$ cat src/rtl/hb_pkg.sv
package hb_pkg;
    typedef enum logic [1:0] {
        MODE_SDS  = 2'b00,
        MODE_RWA  = 2'b01,
        MODE_RWB  = 2'b10,
        MODE_BYTE = 2'b11
    } hb_mode_e;

    typedef enum logic [1:0] {
        ST_IDLE = 2'b00,
        ST_RD   = 2'b01,
        ST_WR   = 2'b10
    } hb_state_e;
endpackage

$ cat src/rtl/hb_rst_qual.sv
module hb_rst_qual #(
    parameter int RST_LEN = 8
) (
    input  logic clk,
    input  logic rst_n,
    output logic blk_rst
);
    localparam int CNT_W = $clog2(RST_LEN + 1);
    localparam logic [CNT_W-1:0] LAST = CNT_W'(RST_LEN - 1);

    logic [CNT_W-1:0] low_cnt;

    always_ff @(posedge clk) begin
        if (rst_n) begin
            low_cnt <= '0;
            blk_rst <= 1'b0;
        end else if (low_cnt != LAST) begin
            low_cnt <= low_cnt + 1'b1;
        end else begin
            blk_rst <= 1'b1;
        end
    end
endmodule

$ cat src/rtl/hb_sync.sv
module hb_sync #(
    parameter int W      = 4,
    parameter int STAGES = 2
) (
    input  logic         clk,
    input  logic         blk_rst,
    input  logic [W-1:0] d,
    output logic [W-1:0] q
);
    logic [W-1:0] stg [STAGES];

    genvar i;
    generate
        for (i = 0; i < STAGES; i++) begin : g_stage
            if (i == 0) begin : g_first
                always_ff @(posedge clk) begin
                    if (blk_rst) stg[i] <= '1;
                    else         stg[i] <= d;
                end
            end else begin : g_next
                always_ff @(posedge clk) begin
                    if (blk_rst) stg[i] <= '1;
                    else         stg[i] <= stg[i-1];
                end
            end
        end
    endgenerate

    assign q = stg[STAGES-1];
endmodule

$ cat src/rtl/hb_lane_map.sv
module hb_lane_map
    import hb_pkg::*;
#(
    parameter int DW = 16
) (
    input  hb_mode_e               mode,
    input  logic [$clog2(2*DW/8)-1:0] addr,
    input  logic [DW-1:0]          din,
    input  logic [2*DW-1:0]        buf_q,
    output logic [2*DW-1:0]        wr_mask,
    output logic [2*DW-1:0]        wr_data,
    output logic [DW-1:0]          rd_data
);
    localparam int BUF_W = 2 * DW;
    localparam int BW    = 8;
    localparam int NB    = BUF_W / BW;

    logic            hi_word;
    logic [BUF_W-1:0] shifted;

    always_comb begin
        hi_word = (mode == MODE_SDS || mode == MODE_RWA) ? !addr[0] : addr[0];
        shifted = buf_q >> (int'(addr) * BW);
        if (mode == MODE_BYTE) begin
            wr_mask = BUF_W'({BW{1'b1}}) << (int'(addr) * BW);
            wr_data = {NB{din[BW-1:0]}};
            rd_data = {{(DW-BW){1'b0}}, shifted[BW-1:0]};
        end else begin
            wr_mask = hi_word ? {{DW{1'b1}}, {DW{1'b0}}} : {{DW{1'b0}}, {DW{1'b1}}};
            wr_data = {din, din};
            rd_data = hi_word ? buf_q[BUF_W-1:DW] : buf_q[DW-1:0];
        end
    end
endmodule

$ cat src/rtl/hostbus_port.sv
module hostbus_port
    import hb_pkg::*;
#(
    parameter int DW          = 16,
    parameter int RST_LEN     = 8,
    parameter int SYNC_STAGES = 2,
    localparam int BUF_W      = 2 * DW,
    localparam int ADDR_W     = $clog2(BUF_W / 8)
) (
    input  logic              clk,
    input  logic              rst_n,
    input  logic [1:0]        mode_sel,
    input  logic [ADDR_W-1:0] host_addr,
    input  logic              host_rw,
    input  logic              host_strobe_n,
    input  logic              host_rd_n,
    input  logic              host_wr_n,
    input  logic [DW-1:0]     host_din,
    output logic [DW-1:0]     host_dout,
    output logic              host_oe_lo,
    output logic              host_oe_hi,
    output logic              host_ack,
    output logic              host_ready,
    output logic [BUF_W-1:0]  iobuf
);
    logic      blk_rst;
    hb_mode_e  mode_q;
    hb_state_e state_q, state_d;
    logic      s_rw, s_strb_n, s_rd_n, s_wr_n;
    logic      rd_req, wr_req, commit;
    logic [BUF_W-1:0] wr_mask, wr_data;
    logic [DW-1:0]    rd_data;

    hb_rst_qual #(.RST_LEN(RST_LEN)) u_rst (
        .clk     (clk),
        .rst_n   (rst_n),
        .blk_rst (blk_rst)
    );

    hb_sync #(.W(4), .STAGES(SYNC_STAGES)) u_sync (
        .clk     (clk),
        .blk_rst (blk_rst),
        .d       ({host_rw, host_strobe_n, host_rd_n, host_wr_n}),
        .q       ({s_rw, s_strb_n, s_rd_n, s_wr_n})
    );

    hb_lane_map #(.DW(DW)) u_map (
        .mode    (mode_q),
        .addr    (host_addr),
        .din     (host_din),
        .buf_q   (iobuf),
        .wr_mask (wr_mask),
        .wr_data (wr_data),
        .rd_data (rd_data)
    );

    always_ff @(posedge clk) begin
        if (blk_rst) mode_q <= hb_mode_e'(mode_sel);
    end

    always_comb begin
        if (mode_q == MODE_SDS) begin
            rd_req = !s_strb_n && s_rw;
            wr_req = !s_strb_n && !s_rw;
        end else begin
            rd_req = !s_rd_n;
            wr_req = !s_wr_n;
        end
    end

    always_comb begin
        state_d = state_q;
        unique case (state_q)
            ST_IDLE: begin
                if (wr_req)      state_d = ST_WR;
                else if (rd_req) state_d = ST_RD;
            end
            ST_RD:   if (!rd_req) state_d = ST_IDLE;
            ST_WR:   if (!wr_req) state_d = ST_IDLE;
            default: state_d = ST_IDLE;
        endcase
    end

    always_ff @(posedge clk) begin
        if (blk_rst) state_q <= ST_IDLE;
        else         state_q <= state_d;
    end

    always_comb begin
        commit     = (state_q == ST_IDLE) && wr_req;
        host_ack   = (state_q != ST_IDLE) && (mode_q == MODE_SDS);
        host_ready = (state_q != ST_IDLE) && (mode_q == MODE_RWB);
        host_oe_lo = (state_q == ST_RD);
        host_oe_hi = (state_q == ST_RD) && (mode_q != MODE_BYTE);
        host_dout  = host_oe_lo ? rd_data : '0;
    end

    always_ff @(posedge clk) begin
        if (blk_rst)     iobuf <= '0;
        else if (commit) iobuf <= (iobuf & ~wr_mask) | (wr_data & wr_mask);
    end
endmodule

$ cat config.mk
export PLATFORM = sky130hd
export DESIGN_NAME = hostbus_port
export DESIGN_NICKNAME = d
export VERILOG_FILES = /design/src/rtl/hb_pkg.sv /design/src/rtl/hb_rst_qual.sv /design/src/rtl/hb_sync.sv /design/src/rtl/hb_lane_map.sv /design/src/rtl/hostbus_port.sv
export SDC_FILE = /design/constraint.sdc
export NUM_CORES = 1
export LEC_CHECK = 0
export BUFFER_PORTS_ARGS = -buffer_cell sky130_fd_sc_hd__clkbuf_2
export CORE_ASPECT_RATIO = 1.1
export CORE_UTILIZATION = 42
export CTS_CLUSTER_DIAMETER = 100
export DETAILED_ROUTE_END_ITERATION = 10
export HOLD_SLACK_MARGIN = 0.12
export PLACE_DENSITY = 0.68
export REMOVE_ABC_BUFFERS = 1
export SETUP_SLACK_MARGIN = 0.3
export SKIP_CTS_REPAIR_TIMING = 1
export SLEW_MARGIN = 20
export SYNTH_ARGS = -nofsm -noshare
export SYNTH_HDL_FRONTEND = slang
export SYNTH_SLANG_ARGS = --single-unit
$ cat constraint.sdc
create_clock -name clk -period 2.5 [get_ports clk]
set_input_delay 0.375 -clock clk [delete_from_list [all_inputs] [get_ports clk]]
set_output_delay 0.375 -clock clk [all_outputs]
set_load 0.01 [all_outputs]
Yosys cells after proc, flatten, opt, wreduce, memory -nomap -nowiden
Memory sizes are Yosys's and may differ from the RTL's.
Index checks and enable logic that the tools add are counted.
{"block": "totals", "inputBits": 26, "regBits": 41, "mem_bits_rw": 8, "latch_bits": 0, "mem_count": 1, "romBits": 0}
{"name": "u_sync.stg", "depth": 2, "width": 4, "read_ports": 2, "rd_ports_with_merged_regs": 0, "write_ports": 2, "line": "hb_sync.sv:10", "source": "logic [W-1:0] stg [STAGES];"}
{"block": "classes", "n_reduce_logical": 16, "eq_ne": 10, "shift": 2, "multipliers": 0, "mux": 19, "div": 0, "bitwise_logic": 6, "n_addsub": 1, "order_cmp": 0}
{"op": "$mux W32", "count": 3}
{"op": "$and A32 B32 Y32", "count": 2}
{"op": "$mux W16", "count": 3}
{"op": "$not A32 Y32", "count": 1}
{"op": "$or A32 B32 Y32", "count": 1}
{"op": "$shl A8 B5 Y32 const A", "count": 1}
{"op": "$shr A32 B5 Y8", "count": 1}
{"op": "$mux W2", "count": 4}
{"op": "$mux W4", "count": 2}
{"op": "$eq A2 B2 Y1 const B", "count": 3}
{"op": "$logic_and A1 B1 Y1", "count": 6}
{"op": "$mux W1", "count": 6}
{"op": "$ne A2 B2 Y1 const B", "count": 3}
{"op": "$pmux W2 S3", "count": 1}
{"op": "$logic_not A1 Y1", "count": 5}
{"op": "$add A4 B1 Y4 const B", "count": 1}
{"op": "$eq A2 B1 Y1 const B", "count": 2}
{"op": "$logic_not A2 Y1", "count": 2}
{"op": "$ne A4 B3 Y1 const B", "count": 1}
{"op": "$ne A3 B3 Y1 const B", "count": 1}
{"op": "$reduce_and A3 Y1", "count": 1}
{"op": "$or A1 B1 Y1", "count": 2}
{"op": "$reduce_bool A2 Y1", "count": 1}
{"op": "$logic_or A1 B1 Y1", "count": 1}

Longest topological paths before layout
Gate-level depths: netlist (run 1).
{"block": "logic_depth", "word_depth": 8, "ltp_mapped": 6, "depth_no_buf": 4}

Cells and area by module
From an unflattened synthesis (run 1), not the netlist that was laid out.
{"block": "hier_totals", "hier_cells": 428, "hier_area_um2": 4471.8}
{"mod": "hostbus_port", "seq_area_each_um2": 740.7, "area_each_um2": 2741.4, "cells_per_inst": 245, "n_inst": 1}
{"mod": "hb_lane_map", "seq_area_each_um2": 0.0, "area_each_um2": 1298.7, "cells_per_inst": 147, "n_inst": 1}
{"mod": "hb_rst_qual", "seq_area_each_um2": 100.1, "area_each_um2": 221.5, "cells_per_inst": 20, "n_inst": 1}
{"mod": "hb_sync", "seq_area_each_um2": 160.2, "area_each_um2": 210.2, "cells_per_inst": 16, "n_inst": 1}

Least setup slack after synthesis (run 1)
No wires, ideal clock.
{"block": "synth_path", "kind": "input-to-output", "from": "input port host_addr[1]", "to": "output port host_dout[0]", "setup_slack_ns": 0.625, "stages": 6, "arrival_time_ns": 1.500, "required_ns": 2.125, "cell_sequence": "buf_2 a21bo_1 mux2_2 buf_1 o22ai_1 nor2_1"}
{"block": "synth_via", "elab_chain_cells": 3}
{"element": "start: declaration", "line": "hostbus_port.sv:13", "source": "input logic [ADDR_W-1:0] host_addr,"}
{"element": "$shr A32 B5 Y8", "line": "hb_lane_map.sv:23", "source": "shifted = buf_q >> (int'(addr) * BW);"}
{"element": "$mux W16", "line": "hb_lane_map.sv:24", "source": "if (mode == MODE_BYTE) begin"}
{"element": "$mux W16", "line": "hostbus_port.sv:95", "source": "host_dout = host_oe_lo ? rd_data : '0;"}
{"element": "end: declaration", "line": "hostbus_port.sv:19", "source": "output logic [DW-1:0] host_dout,"}
No other way between the ends.

Final worst setup path (run 1)
{"block": "layout_path", "from": "register mode_q[0]", "to": "output port host_dout[1]"}
{"block": "layout_via", "elab_chain_cells": 6, "word_cells_on_any_way": 8, "cone_classes": "eq/ne: 2; mux: 4; reduce/logical: 2"}
{"element": "start: declaration", "line": "hostbus_port.sv:27", "source": "hb_mode_e mode_q;"}
{"element": "start signal: assignment", "line": "hostbus_port.sv:58", "source": "if (blk_rst) mode_q <= hb_mode_e'(mode_sel);"}
{"element": "$eq A2 B1 Y1 / $logic_not A2 Y1 (equally long branches)", "line": "hb_lane_map.sv:22", "source": "hi_word = (mode == MODE_SDS || mode == MODE_RWA) ? !addr[0] : addr[0];"}
{"element": "$logic_or A1 B1 Y1", "line": "hb_lane_map.sv:22"}
{"element": "$mux W1", "line": "hb_lane_map.sv:22"}
{"element": "$mux W16", "line": "hb_lane_map.sv:31", "source": "rd_data = hi_word ? buf_q[BUF_W-1:DW] : buf_q[DW-1:0];"}
{"element": "$mux W16 *", "line": "hb_lane_map.sv:24"}
{"element": "$mux W16 *", "line": "hostbus_port.sv:95"}
Mark *: on every way between the ends. The rest lies on a longest branch, timed or not.

==> results of run 1 <==
## routing by layer
metal  up-vias  wire, µm  track usage
met5         -         0            0
met4         0        31      0.05769
met3         6       300      0.04094
met2        62      2820       0.3330
met1       927      2816       0.2891
li1       1099         -            -
## cells in the final DEF (no fill, tap or decap), types with 5 or more instances in the layout
master	instances
dfxtp_1	47
nand2_1	43
nor2b_1	19
a31o_1	8
clkbuf_8	5
mux2i_1	9
mux2_2	24
o21ai_0	9
nor3_1	11
buf_4	11
nor2_1	18
clkbuf_2	77
o22ai_1	8
a21oi_1	19
nand3_1	11
or2_2	8
## kinds of logic after synthesis
family	synth area share
simple gates	0.2360
compound gates	0.1291
flops	0.4215
mux	0.1623
buf+inv	0.03478
xor+xnor	0.01107
fa+ha+maj	0.005268
## where the power goes
group	total (mW)	switching [mW]	internal, mW	leakage, nW
Combinational	0.542	0.253	0.289	0.910
Clock	0.466	0.268	0.198	0.0374
Sequential	1.05	0.123	0.929	0.412
## stage by stage
stage	setup WS, ps	area [µm²]	hold WS (ps)	utilization
floorplan	118.6	2303	389.5	-
global placement	547.3	2850	391.2	0.5249
detailed placement	497.8	2850	394.0	0.5249
CTS	199.4	2938	240.6	0.5410
global route	285.0	2957	236.8	0.5445
finish	403.0	2957	247.4	0.5445
## worst paths after layout
check | end | cells after the start
setup / recovery | host_dout[1] | 5
hold / removal | u_sync.stg[0][0] | 2
setup reg to reg | flip-flop | 6
hold reg to reg | u_sync.stg[1][1] | 1
## cell usage after synthesis (all sizes together), types with 2 or more instances
cell	instances	area share
a21oi	19	0.040
a31o	8	0.030
buf	9	0.019
clkbuf	7	0.011
dfxtp	47	0.40
edfxtp	2	0.025
inv	3	0.0047
mux2	25	0.12
mux2i	10	0.044
nand2	43	0.068
nand3	11	0.023
nand3b	2	0.0063
nor2	19	0.031
nor2b	19	0.050
nor3	12	0.030
o21ai	11	0.023
o22ai	8	0.021
or2	9	0.024
xnor2	2	0.0074
## layout make-up
type	instances	area [µm²]
clock buffer	6	72.57
clock inverter	2	15.01
sequential	49	1001
timing repair buffer	88	467.9
tap	75	93.84
fill	524	2474
multi-input combinational	205	1295
inverter	3	11.26
==> out/qor.yml, run 1 <==
drive_gt1_frac: 0.3768
cts_tree: "yes"
finalMaxSlewViolations: 0
worst_slew_margin_rel: 0.5841
clkTransAtPathRegs_ps: 90
routed_wl_mm: 5.968
fin_setup_tns_ps: 0
r2r-start: "mode_q[1]"
die_height_um: 80.87
clock_latency_ps: 300
crit_path_top_delay_cell: "edfxtp_1"
grt.total_usage: 0.2096
maxCapViolCount: 0
worstMarginPinSlew_ps: 623.2
yosysSeqAreaShare: 0.4215
peakVddDrop_mv: 0.3997
hold_class: "input pin to flip-flop"
finalCritPeriodShare: 0.8388
power_density_mw_per_mm2: 697.0
first_pass_iters: 4
area_growth_pct: 24.50
cts-buffers-inserted: 5
status: "complete, no violations"
r2r_setup_slack_ps: 430
ant_nets: 0
die-area_mm2: 0.005959
finalSetupViolations: 0
fmax_ghz: 0.4769
path_class: "flip-flop to output port"
cp_num_buf_inv: 1
crit_path_cell_trace: "a21bo_1, mux2_4, o22ai_1, nor2_1, clkbuf_2"
clock-sinks: 49
grt-ovfl-total: 0
cts_max_level: 2
io-pin-count: 78
synth-edff-count: 2
stdcell_count: 428
critPathLaunchType: "flip-flop"
crit_path_start: "mode_q[0]"
cp.arrival_ps: 1720
via_per_inst: 4.893
worstPathRequired_ps: 2120
syn_area_mm2: 0.002375
grt_pass1_wl_mm: 9.390
clock-root-buffer: "clkbuf_8"
cp_top_family: "flip-flops"
crit_fanout: 17
crit_path_max_incr_delay_ps: 440
start_util: 0.4373
syn_area_per_cell_um2: 8.699
grt_max_degree: 38
yosys_warnings: 0
core_mm2: 0.005430
synth_ff_type: "dfxtp_1"
fin_nets: 379
post-dp-hpwl_mm: 4.357
clock_path_buffers: 2
grt_pass1_vias: 1874
worstHoldStart: "host_wr_n"
hold_viol_final: 0
dp_cells: 418
synth_seq_cells: 49
synthCells: 273
num_antenna_cells: 0
via_count: 2094
leakage_nw: 1.359
yosysUniqueCellTypes: 34
die_x_um: 73.70
finalPower_mw: 2.061
wl_per_cell_um: 13.94
rows: 28
io_buffers: 77
place.gp.congestion: 0.7624
synthArstFlopShare: 0
drc: 0
cp-end-kind: "output port"
drt_iter0_markers: 126
min_period_ps: 2097
grt_antenna_before_repair: 0
rsz0062_at_grt: "yes"
finClkSkew_ps: 8.489
(Power assumes the default switching activity.)
==> run 2: changes to the inputs <==
Settings changed: ABC_AREA set to 1.
Clock period 2.5 ns to 2 ns, I/O delays scaled along.
==> out/qor.yml, run 2 <==
synthTopCellsByArea: "dfxtp_1, nor2_1, nand2_1"  # was dfxtp_1, mux2_2, nand2_1
cp-end-kind: "output port"  # unchanged
hold_class: "input pin to flip-flop"  # unchanged
io_buffers: 77  # unchanged
grt_antenna_before_repair: 0  # unchanged
path_class: "flip-flop to output port"  # unchanged
final_core_util: 0.5903  # was 0.5445
synth_top_area_frac: 0.3823  # was 0.3962
finalCritPeriodShare: 1.004
grt_max_degree: 26  # was 38
crit_path_cell_trace: "inv_2, nor2_4, a21oi_4, inv_4, nand2_2, nand3_2, nor2_2, buf_2"  # was a21bo_1, mux2_4, o22ai_1, nor2_1, clkbuf_2
ys_top_cells_by_count: "nor2_1, nand2_1, dfxtp_1"  # was dfxtp_1, nand2_1, mux2_2
ant_nets: 0  # unchanged
crit_path_max_incr_delay_ps: 470  # was 440 ps
worstPathRequired_ps: 1700  # was 2120 ps
fmax_ghz: 0.4982
area_growth_pct: 31.93  # was 24.50%
rsz0062_at_grt: "yes"  # unchanged
core_mm2: 0.005500  # was 0.005430 mm²
synth_seq_cells: 49  # unchanged
die-area_mm2: 0.006170  # was 0.005959 mm²
worst_slew_margin_rel: 0.7597  # was 0.5841
post-dp-hpwl_mm: 4.647  # was 4.357 mm
cts_tree: "yes"  # unchanged
finalMaxSlewViolations: 0  # unchanged
power_density_mw_per_mm2: 891.5  # was 697.0 mW/mm²
grt-ovfl-total: 0  # unchanged
finalPower_mw: 2.895  # was 2.061 mW
finClkSkew_ps: 11.09  # was 8.489 ps
clock-sinks: 49  # unchanged
synth-edff-count: 2  # unchanged
place.gp.congestion: 0.8452  # was 0.7624
crit_path_top_delay_cell: "edfxtp_1"  # unchanged
finalSetupViolations: 1  # was 0
fin_ws_ps: -7.074  # was 403.0 ps
first_pass_iters: 4  # unchanged
cp_top_family: "flip-flops"  # unchanged
yosysSeqAreaShare: 0.4067  # was 0.4215
peakVddDrop_mv: 0.4681  # was 0.3997 mV
synth_ff_type: "dfxtp_1"  # unchanged
cp.arrival_ps: 1710  # was 1720 ps
via_per_inst: 4.748  # was 4.893
hold_viol_final: 0  # unchanged
cts-buffers-inserted: 5  # unchanged
status: "finished, violations left"  # was complete, no violations
die_height_um: 82.29  # was 80.87 µm
rows: 28  # unchanged
worstMarginPinSlew_ps: 360.0  # was 623.2 ps
cts_max_level: 2  # unchanged
clock-root-buffer: "clkbuf_8"  # unchanged
crit_fanout: 7  # was 17
num_antenna_cells: 0  # unchanged
place_ws_ps: 146.5  # was 497.8 ps
hold_slack_ps: 162.3  # was 247.4 ps
wl_per_cell_um: 11.98  # was 13.94 µm
yosysUniqueCellTypes: 28  # was 34
synthArstFlopShare: 0  # unchanged
drc: 0  # unchanged
final_cell_mix: "nor2_1, nand2_1, clkbuf_2"  # was clkbuf_2, dfxtp_1, nand2_1
clkTransAtPathRegs_ps: 100  # was 90 ps
critPathLaunchType: "flip-flop"  # unchanged
synthCells: 370  # was 273
yosysMostFrequentCell: "nor2_1"  # was dfxtp_1
clock_latency_ps: 310  # was 300 ps
die_x_um: 74.99  # was 73.70 µm
routed_wl_mm: 6.361  # was 5.968 mm
clock_path_buffers: 2  # unchanged
io-pin-count: 78  # unchanged
layout_commonest_cell: "nor2_1"  # was clkbuf_2
fin_nets: 482  # was 379
yosys_warnings: 0  # unchanged
grt_pass1_vias: 2070  # was 1874
drive_gt1_frac: 0.3377  # was 0.3768
syn_area_mm2: 0.002461  # was 0.002375 mm²
violations: "negative setup slack"
leakage_nw: 1.720  # was 1.359 nW
min_period_ps: 2007
maxCapViolCount: 0  # unchanged
grt_pass1_wl_mm: 9.880  # was 9.390 mm
via_count: 2521  # was 2094
syn_area_per_cell_um2: 6.652  # was 8.699 µm²
yosys.area.top_type: "dfxtp_1"  # unchanged
drt_iter0_markers: 145  # was 126
start_util: 0.4475  # was 0.4373
fin_setup_tns_ps: -7.074  # was 0 ps
grt.total_usage: 0.2135  # was 0.2096
cp_num_buf_inv: 3  # was 1
==> run 2: cell count changes in the layout (fill, tap and decap cells not counted), sizes merged, moves of 9 or more <==
cell | before | now
a21oi | 19 | 6
buf | 11 | 25
clkbuf | 83 | 67
inv | 3 | 31
mux2 | 25 | 0
mux2i | 10 | 0
nand2 | 43 | 106
nor2 | 19 | 107
nor2b | 19 | 0
nor3 | 12 | 3
==> run 2: final timing paths <==
path | startpoint | endpoint | cells after the start | slack [ps]
worst max-delay path | mode_q[1] | host_dout[5] | 8 | -7
worst min register to register | u_sync.stg[0][0] | u_sync.stg[1][0] | 1 | 410
worst max register to register | mode_q[1] | flip-flop | 9 | 400
worst min-delay path | mode_sel[0] | mode_q[0] | 1 | 160
==> run 2: layout make-up <==
| class | instances | area [µm²] |
|---|---|---|
| fillers | 561 | 2253 |
| repair buffers | 87 | 509.2 |
| inverters | 31 | 125.1 |
| clock buffers | 5 | 68.82 |
| multi-input cells | 281 | 1401 |
| clock inverters | 3 | 47.55 |
| well taps | 75 | 93.84 |
| flip-flops and latches | 49 | 1001 |
==> run 2: per-layer routing <==
layer	track usage	share of wire	vias up
met4	0.05849	0.010	0
met2	0.3514	0.48	66
met3	0.03883	0.046	7
met1	0.2856	0.46	1118
met5	0	0	-
li1	-	-	1330
==> run 2: worst register-to-register path: stages, from the launching register on <==
cell	delay, ps
edfxtp_1	470
nor2_1	190
nand2_1	110
nand2_4	100
nand2_4	110
nor2_4	180
buf_12	150
nand2_1	60
nand2_1	70
nor2_1	50
==> run 2: through the flow <==
step,area (µm²),std cells
final,3247,531
after CTS,3009,523
after floorplan,2391,360
after global placement,2893,515
after global routing,3247,531
after detailed placement,2893,515
==> run 2: logic make-up after synthesis <==
family	Yosys count	share of synthesized area
and+or+nand+nor	243	0.4204
DFF	49	0.4067
buffers and inverters	41	0.07574
AOI/OAI and AO/OA	34	0.08490
xor gates and xnor gates	2	0.007119
adders and majority gates	1	0.005083
==> run 2: report_power, final <==
part | total, mW | internal, mW | leakage (nW) | switching (mW)
clock | 0.737 | 0.382 | 0.0591 | 0.355
sequential | 1.37 | 1.18 | 0.413 | 0.186
combinational | 0.787 | 0.352 | 1.25 | 0.435
total | 2.89 | 1.92 | 1.72 | 0.976
==> run 3: changes to the inputs <==
Settings changed: PLACE_DENSITY 0.68 to 0.7.
==> out/qor.yml, run 3 (synthesis gave the netlist of run 2 again) <==
cp-end-kind: "output port"  # unchanged
peakVddDrop_mv: 0.6200  # was 0.4681 mV
die_x_um: 74.99  # unchanged
worstPathRequired_ps: 1700  # about the same
grt_pass1_wl_mm: 9.473  # was 9.880 mm
leakage_nw: 1.702  # was 1.720 nW
min_period_ps: 1993  # was 2007 ps
fin_setup_tns_ps: 0  # was -7.074 ps
place_ws_ps: 172.9  # was 146.5 ps
power_density_mw_per_mm2: 893.6  # was 891.5 mW/mm²
hold_viol_final: 0  # unchanged
crit_top_cell: "nor2_2"
wl_per_cell_um: 11.82  # was 11.98 µm
ant_nets: 0  # unchanged
finalMaxSlewViolations: 0  # unchanged
cts-buffers-inserted: 5  # unchanged
drive_gt1_frac: 0.2930  # was 0.3377
grt_pass1_vias: 2090  # was 2070
start_util: 0.4475  # unchanged
final.fill_count: 548  # was 561
hold_class: "input pin to flip-flop"  # unchanged
worstMarginPinSlew_ps: 436.5  # was 360.0 ps
final_cell_mix: "nor2_1, nand2_1, clkbuf_2"  # unchanged
die_height_um: 82.29  # unchanged
final_core_util: 0.5712  # was 0.5903
cts_tree: "yes"  # unchanged
drt_iter0_markers: 86  # was 145
io-pin-count: 78  # unchanged
worst-path-stages: 8  # unchanged
gr-usage-met1: 0.2567  # was 0.2856
num_antenna_cells: 0  # unchanged
layout_commonest_cell: "nor2_1"  # unchanged
worst_slew_margin_rel: 0.7079  # was 0.7597
grt-busiest-layer: "met2"  # unchanged
clock_path_buffers: 2  # unchanged
critPathLaunchType: "flip-flop"  # unchanged
grt_max_degree: 34  # was 26
grt-ovfl-total: 0  # unchanged
fin_nets: 480  # was 482
grt_antenna_before_repair: 0  # unchanged
clock_latency_ps: 310  # about the same
rows: 28  # unchanged
r2r_cells: 11  # was 9
crit_path_max_incr_delay_ps: 480  # was 470 ps
clock-root-buffer: "clkbuf_8"  # unchanged
maxCapViolCount: 0  # unchanged
io_buffers: 77  # unchanged
use_met3: 0.04369  # was 0.03883
cp_num_buf_inv: 3  # unchanged
via_count: 2527  # was 2521
via_per_inst: 4.777  # was 4.748
die-area_mm2: 0.006170  # unchanged
crit_path_top_delay_cell: "edfxtp_1"  # unchanged
routed_wl_mm: 6.253  # was 6.361 mm
drc: 0  # unchanged
globalRouteMet2Util: 0.3486  # was 0.3514
first_pass_iters: 4  # unchanged
cp_top_family: "flip-flops"  # unchanged
core_mm2: 0.005500  # unchanged
clkTransAtPathRegs_ps: 90  # was 100 ps
rsz0062_at_grt: "yes"  # unchanged
crit_fanout: 7  # unchanged
worstHoldPathCells: 1  # unchanged
crit_path_cell_trace: "inv_2, nor2_2, a21oi_4, inv_4, nand2_2, nand3_2, nor2_2, buf_2"  # was inv_2, nor2_4, a21oi_4, inv_4, nand2_2, nand3_2, nor2_2, buf_2
place.gp.congestion: 0.9035  # was 0.8452
cts_max_level: 2  # unchanged
finalCritPeriodShare: 0.9964  # was 1.004
fmax_ghz: 0.5018  # was 0.4982 GHz
fin_area_mm2: 0.003142  # was 0.003247 mm²
status: "complete, no violations"  # was finished, violations left
area_growth_pct: 27.66  # was 31.93%
clock-sinks: 49  # unchanged
post-dp-hpwl_mm: 4.563  # was 4.647 mm
dpl_cell_area_mm2: 0.002893  # unchanged
finalSetupViolations: 0  # was 1
dp_cells: 515  # unchanged
cp.arrival_ps: 1690  # was 1710 ps
hold_slack_ps: 163.0  # was 162.3 ps
grt.total_usage: 0.2050  # was 0.2135
finClkSkew_ps: 8.946  # was 11.09 ps
stdcell_count: 529  # was 531
fin_ws_ps: 7.179  # was -7.074 ps
path_class: "flip-flop to output port"  # unchanged
finalPower_mw: 2.808  # was 2.895 mW
## run 3: path summary, 6_finish.rpt
| check | from | end | slack (ps) |
|---|---|---|---|
| hold / removal | mode_sel[0] | mode_q[0] | 160 |
| setup / recovery | mode_q[1] | host_dout[5] | 7 |
| setup reg to reg | mode_q[1] | flip-flop | 440 |
| hold reg to reg | u_sync.stg[0][0] | u_sync.stg[1][0] | 410 |
## run 3: area by class of cell
type                            count  area [µm²]  area share
Tap cell                           75       93.84     0.02987
Inverter                           31       122.6     0.03903
Multi-Input combinational cell    281        1319      0.4198
Clock inverter                      1       7.507    0.002389
Sequential cell                    49        1001      0.3186
Timing Repair Buffer               85       490.5      0.1561
Clock buffer                        7       107.6     0.03425
## run 3: routing by layer
layer,vias to the layer above,wire length (µm)
met5,-,0
met4,0,89
met3,9,310
met2,76,3024
met1,1124,2829
li1,1318,-
## run 3: power by group
| part | switching, mW | internal [mW] | total [mW] |
|---|---|---|---|
| clock | 0.338 | 0.357 | 0.695 |
| combinational | 0.417 | 0.335 | 0.752 |
| sequential | 0.176 | 1.18 | 1.36 |
| total | 0.931 | 1.88 | 2.81 |
